$ cat src/rtl/card_readout_pkg.sv
package card_readout_pkg;
  typedef enum logic [1:0] {
    MD_IDLE = 2'd0,
    MD_ATR  = 2'd1,
    MD_MAIN = 2'd2,
    MD_PROT = 2'd3
  } rd_mode_e;
endpackage

$ cat src/rtl/card_edge_det.sv
module card_edge_det #(
  parameter int W = 2
) (
  input  logic         clk_i,
  input  logic         rst_ni,
  input  logic [W-1:0] sig_i,
  output logic [W-1:0] rise_o,
  output logic [W-1:0] fall_o
);
  logic [W-1:0] sig_q;

  always_ff @(posedge clk_i or negedge rst_ni) begin
    if (!rst_ni) sig_q <= '0;
    else         sig_q <= sig_i;
  end

  for (genvar i = 0; i < W; i++) begin : g_edge
    assign rise_o[i] = sig_i[i] & ~sig_q[i];
    assign fall_o[i] = ~sig_i[i] & sig_q[i];
  end
endmodule

$ cat src/rtl/card_bit_sel.sv
module card_bit_sel #(
  parameter int ADDR_W    = 8,
  parameter int PROT_BITS = 32
) (
  input  logic [ADDR_W+2:0]    ptr_i,
  input  logic                 sel_prot_i,
  input  logic [7:0]           mem_data_i,
  input  logic [PROT_BITS-1:0] prot_bits_i,
  output logic [ADDR_W-1:0]    mem_addr_o,
  output logic                 bit_o
);
  localparam int PIDX_W = $clog2(PROT_BITS);

  logic [PIDX_W-1:0] pidx;

  assign pidx       = ptr_i[PIDX_W-1:0];
  assign mem_addr_o = ptr_i[ADDR_W+2:3];
  assign bit_o      = sel_prot_i ? prot_bits_i[pidx] : mem_data_i[ptr_i[2:0]];
endmodule

$ cat src/rtl/card_readout_seq.sv
module card_readout_seq
  import card_readout_pkg::*;
#(
  parameter int ADDR_W    = 8,
  parameter int PROT_BITS = 32,
  parameter int ATR_BYTES = 4
) (
  input  logic                 clk_i,
  input  logic                 rst_ni,
  input  logic                 card_clk_i,
  input  logic                 card_rst_i,
  input  logic                 rd_req_i,
  input  logic                 rd_prot_i,
  input  logic [ADDR_W-1:0]    rd_addr_i,
  output logic [ADDR_W-1:0]    mem_addr_o,
  input  logic [7:0]           mem_data_i,
  input  logic [PROT_BITS-1:0] prot_bits_i,
  output logic                 io_o
);
  localparam int MEM_BYTES = 1 << ADDR_W;
  localparam int PTR_W     = ADDR_W + 4;
  localparam logic [PTR_W-1:0] MAIN_END = PTR_W'(MEM_BYTES * 8);
  localparam logic [PTR_W-1:0] ATR_END  = PTR_W'(ATR_BYTES * 8);
  localparam logic [PTR_W-1:0] PROT_END = PTR_W'(PROT_BITS);

  rd_mode_e         mode_q;
  logic [PTR_W-1:0] ptr_q, end_q;   // ptr: {byte address, bit index}
  logic             io_q, arm_q;
  logic [1:0]       rise, fall;
  logic             clk_rise, clk_fall, rst_rise, rst_fall;
  logic             brk, atr_go, cur_bit;

  card_edge_det #(.W(2)) u_edge (
    .clk_i  (clk_i),
    .rst_ni (rst_ni),
    .sig_i  ({card_rst_i, card_clk_i}),
    .rise_o (rise),
    .fall_o (fall)
  );

  assign clk_rise = rise[0];
  assign clk_fall = fall[0];
  assign rst_rise = rise[1];
  assign rst_fall = fall[1];
  assign brk      = rst_rise & ~card_clk_i;
  assign atr_go   = rst_fall & arm_q;

  card_bit_sel #(.ADDR_W(ADDR_W), .PROT_BITS(PROT_BITS)) u_sel (
    .ptr_i       (ptr_q[PTR_W-2:0]),
    .sel_prot_i  (mode_q == MD_PROT),
    .mem_data_i  (mem_data_i),
    .prot_bits_i (prot_bits_i),
    .mem_addr_o  (mem_addr_o),
    .bit_o       (cur_bit)
  );

  always_ff @(posedge clk_i or negedge rst_ni) begin
    if (!rst_ni) begin
      mode_q <= MD_IDLE;
      ptr_q  <= '0;
      end_q  <= '0;
      io_q   <= 1'b1;
      arm_q  <= 1'b0;
    end else if (brk) begin
      mode_q <= MD_IDLE;
      io_q   <= 1'b1;
      arm_q  <= 1'b0;
    end else if (atr_go) begin
      mode_q <= MD_ATR;
      ptr_q  <= '0;
      end_q  <= ATR_END;
      io_q   <= 1'b1;
      arm_q  <= 1'b0;
    end else begin
      // clock pulse during reset arms the answer-to-reset
      if (clk_rise && card_rst_i) arm_q <= 1'b1;
      if (mode_q != MD_IDLE && clk_fall) begin
        if (ptr_q == end_q) begin
          io_q   <= 1'b1;
          mode_q <= MD_IDLE;
        end else begin
          io_q  <= cur_bit;
          ptr_q <= ptr_q + 1'b1;
        end
      end else if (mode_q == MD_IDLE && rd_req_i) begin
        mode_q <= rd_prot_i ? MD_PROT : MD_MAIN;
        ptr_q  <= rd_prot_i ? '0 : {1'b0, rd_addr_i, 3'b000};
        end_q  <= rd_prot_i ? PROT_END : MAIN_END;
      end
    end
  end

  assign io_o = io_q;


  idle_released_chk: assert property (@(posedge clk_i) disable iff (!rst_ni)
    (mode_q == MD_IDLE) |-> io_q);


  ptr_bound_chk: assert property (@(posedge clk_i) disable iff (!rst_ni)
    (mode_q != MD_IDLE) |-> (ptr_q <= end_q));


  busy_req_ignored_chk: assert property (@(posedge clk_i) disable iff (!rst_ni)
    (rd_req_i && mode_q != MD_IDLE && !clk_fall && !brk && !atr_go)
      |=> ($stable(mode_q) && $stable(ptr_q) && $stable(end_q)));


  break_release_chk: assert property (@(posedge clk_i) disable iff (!rst_ni)
    (rst_rise && !card_clk_i) |=> (io_q && mode_q == MD_IDLE));


  low_on_fall_chk: assert property (@(posedge clk_i) disable iff (!rst_ni)
    $fell(io_q) |-> $past(clk_fall));


  high_on_event_chk: assert property (@(posedge clk_i) disable iff (!rst_ni)
    $rose(io_q) |-> ($past(clk_fall) || $past(rst_rise) || $past(rst_fall)));
endmodule

$ cat config.mk
export PLATFORM = sky130hd
export DESIGN_NAME = card_readout_seq
export DESIGN_NICKNAME = d
export VERILOG_FILES = /design/src/rtl/card_readout_pkg.sv /design/src/rtl/card_edge_det.sv /design/src/rtl/card_bit_sel.sv /design/src/rtl/card_readout_seq.sv
export SDC_FILE = /design/constraint.sdc
export NUM_CORES = 1
export LEC_CHECK = 0
export BUFFER_PORTS_ARGS = -buffer_cell sky130_fd_sc_hd__clkbuf_2
export CAP_MARGIN = 25
export CORE_UTILIZATION = 50
export DETAILED_ROUTE_END_ITERATION = 16
export GPL_ROUTABILITY_DRIVEN = 0
export PLACE_DENSITY = 0.81
export SYNTH_ARGS = -nofsm -noshare
export SYNTH_HDL_FRONTEND = slang
export SYNTH_HIERARCHICAL = 1
export SYNTH_SLANG_ARGS = --single-unit
$ cat constraint.sdc
create_clock -name clk_i -period 2.8 [get_ports clk_i]
set_clock_uncertainty 0.1 [all_clocks]
set_input_delay 0.7 -clock clk_i [delete_from_list [all_inputs] [get_ports clk_i]]
set_output_delay 0.7 -clock clk_i [all_outputs]
set_load 0.01 [all_outputs]
==> flow_summary.yaml <==
run_status:
  status: "completed"
global_route:
  grt_use_met2: 0.429
  gr-usage-met3: 0.0584
  grt_pass1_wl_mm: 6.80
  antenna_found_initial: 0
  grt_overflow: 0
  gr-usage-met1: 0.317
  first_global_vias: 1552
  grt_max_degree: 21
  grt_usage: 0.250
  grt-busiest-layer: "met2"
sta:
  tightest_slew_ns: 0.522
  relSlewSlack: 0.651
  fin_crit_sh: 0.784
  fin_crit_ns: 2.20
  fmax_mhz: 455
  tns_ns: 0
  rsz0062_at_grt: "false"
  finalMaxSlewViolations: 0
  hold_viol: 0
  setup_viol: 0
detailed_routing:
  vias: 1665
  dr.pass1.iters: 4
  routed_wl_mm: 4.06
  drc_errors: 0
  wl_per_cell_um: 14.2
  ant_nets: 0
  dr.first_iter.drc_count: 118
  via_per_inst: 5.82
synth:
  ys_async_sr_fraction: 1.00
  synth.top_cell.area_share: 0.280
  syn_nets: 244
  netlist_instances: 188
  ys_types: 57
  synth_area_leader_cell: "dfrtp_1"
  synth_area_per_cell_um2: 9.02
  yosysWarningCount: 6
  synth.area.top_cells: "dfrtp_1, mux2i_1, o21ai_0, a21oi_1, buf_4"
  synth_edf_count: 0
  synth_flop_cell: "dfrtp_1"
  synth_area_mm2: 0.00170
  ys_seq_area_frac: 0.296
  ys_seq_elements: 20
setup_path:
  cpMaxStageDelayCell: "a31oi_2"
  cp_cell_sequence: "clkbuf_2 -> and2b_2 -> and2_1 -> o31ai_1 -> a31oi_2 -> nand2_1 -> o21ai_0"
  r2r-start: "ptr_q[9]"
  crit_fanout: 10
  worst_r2r_endpoint: "ptr_q[6]"
  cp-start-kind: "input pin"
  crit_required_ns: 2.93
  r2r_slack_ns: 0.61
  setup.worst_path.class: "input pin to flop"
  rr_worst_depth: 5
  cp_num_buf_inv: 1
  cpLargestDelayFamily: "compound AO/OA/AOI/OAI gates"
  end_kind: "flop"
  crit_arrival_ns: 2.32
  slowest_delay_ns: 0.47
cts:
  clk_latency_ns: 0.31
  cts.repair.resized: 0
  htreeDepth: 1
  path_clk_slew_ns: 0.11
  cts_setup_buffers: 0
  cts_made_buffers: 3
  clockBufferDepth: 2
  cts_tree: "built"
  cts-root-buf: "clkbuf_4"
  cts_hold_buf: 0
  cts_sinks: 20
floorplanning:
  core_mm2: 0.00313
  initial_core_util: 0.542
  die_x_um: 60.2
  io-pin-count: 63
  rows: 20
  die_area_mm2: 0.00363
  die_h_um: 60.2
placement:
  dpl-instance-area_mm2: 0.00197
  dp_hpwl_mm: 3.13
  numPortBuffers: 62
layout:
  fin_nets: 299
  nFillCells: 268
  diodes: 0
  area_growth_pct: 18.5
  seq_area_um2: 502
  design_area_mm2: 0.00201
  drive_gt1_frac: 0.351
  multi_input_area_mm2: 0.00106
power_and_ir_drop:
  intPower_uw: 858
  switching_share: 0.450
  clockPowerShare: 0.110
  pwr-share-comb: 0.511
  p_leak_uw: 0.000942
  seqPwrFrac: 0.379
  power.density_mw_per_mm2: 777
  switchingPower_uw: 703
  ir_worst_vdd_v: 0.000606
hold_path:
  worstHoldPathType: "input pin to async pin"
job:
  drv_cap: 0
## cell type report
cell class | count | area share
clock buffers | 4 | 0.0181
inverters | 6 | 0.0112
multi-input cells | 147 | 0.528
flip-flops and latches | 20 | 0.250
well taps | 44 | 0.0274
repair buffers | 65 | 0.166
## state kept, by name, summed over array words and instances, names as in the netlist
| register | flops |
|---|---|
| io_o | 1 |
| mode_q | 2 |
| u_edge/sig_q | 2 |
| arm_q | 1 |
| end_q | 2 |
| ptr_q | 12 |
## power groups by stage
stage / Clock, uW / Combinational, uW / Sequential [uW]
final: 172 / 798 / 592
after global routing: 189 / 891 / 613
after CTS: 175 / 793 / 587
after detailed placement: 0 / 790 / 594
after global placement: 0 / 780 / 588
after floorplan: 0 / 699 / 533
## Yosys cell counts (3+ instances only)
master,instances
buf_4,8
nand3_1,4
nand2_1,15
nor2_1,13
nor2b_1,7
clkbuf_1,4
dfrtp_1,19
nand4_1,3
and2b_2,4
inv_1,6
a2111oi_0,3
and3_1,7
o21ai_0,16
a31oi_1,3
mux2i_1,12
a21oi_1,13
a2bb2oi_1,4
## cells in the final DEF (no fill, tap or decap), types with 3 or more instances in the layout
cell	synthesis	final
inv_1	6	6
a21oi_1	13	13
a2bb2oi_1	4	4
buf_4	8	3
a31oi_1	3	3
mux2i_1	12	12
nand3_1	4	4
nand4_1	3	3
o21ai_0	16	16
clkbuf_2	0	62
dfrtp_1	19	19
and2b_2	4	4
and3_1	7	7
a2111oi_0	3	3
clkbuf_4	0	3
nand2_1	15	15
nor2_1	13	13
nor2b_1	7	7
## through the flow
stage | total power (uW) | std cells | setup slack, ns | utilization | hold WS (ns)
after floorplan | 1230 | 188 | 0.629 | - | 0.304
after global placement | 1370 | 282 | 0.432 | 0.630 | 0.413
after detailed placement | 1380 | 282 | 0.350 | 0.630 | 0.410
after CTS | 1560 | 286 | 0.643 | 0.642 | 0.242
after global routing | 1690 | 286 | 0.381 | 0.642 | 0.248
final | 1560 | 286 | 0.604 | 0.642 | 0.232
## layer usage
metal,wire length (um),up-vias
li1,-,811
met1,1820,780
met3,259,8
met4,38,0
met2,1950,66
met5,0,-
## how the worst max path moves through the flow
stage / end / cells past startpoint / start
floorplan: ptr_q[9] / 7 / card_rst_i
global placement: ptr_q[2] / 7 / card_rst_i
detailed placement: ptr_q[5] / 7 / card_rst_i
CTS: ptr_q[11] / 5 / ptr_q[9]
global route: io_o / 8 / ptr_q[0]
finish: ptr_q[6] / 7 / card_rst_i
## kinds of logic (layout without fill, tap and decap cells)
| group | Yosys count | in the layout | share of synthesized area |
|---|---|---|---|
| flip-flops | 20 | 20 | 0.296 |
| AND/OR/NAND/NOR | 66 | 66 | 0.222 |
| adder cells (fa/ha/maj) | 2 | 2 | 0.0148 |
| AO/OA/AOI/OAI | 63 | 63 | 0.276 |
| XOR/XNOR | 2 | 2 | 0.0103 |
| multiplexers | 14 | 14 | 0.102 |
| buffers and inverters | 21 | 75 | 0.0790 |
No activity file was read; power rests on OpenSTA's default activity.
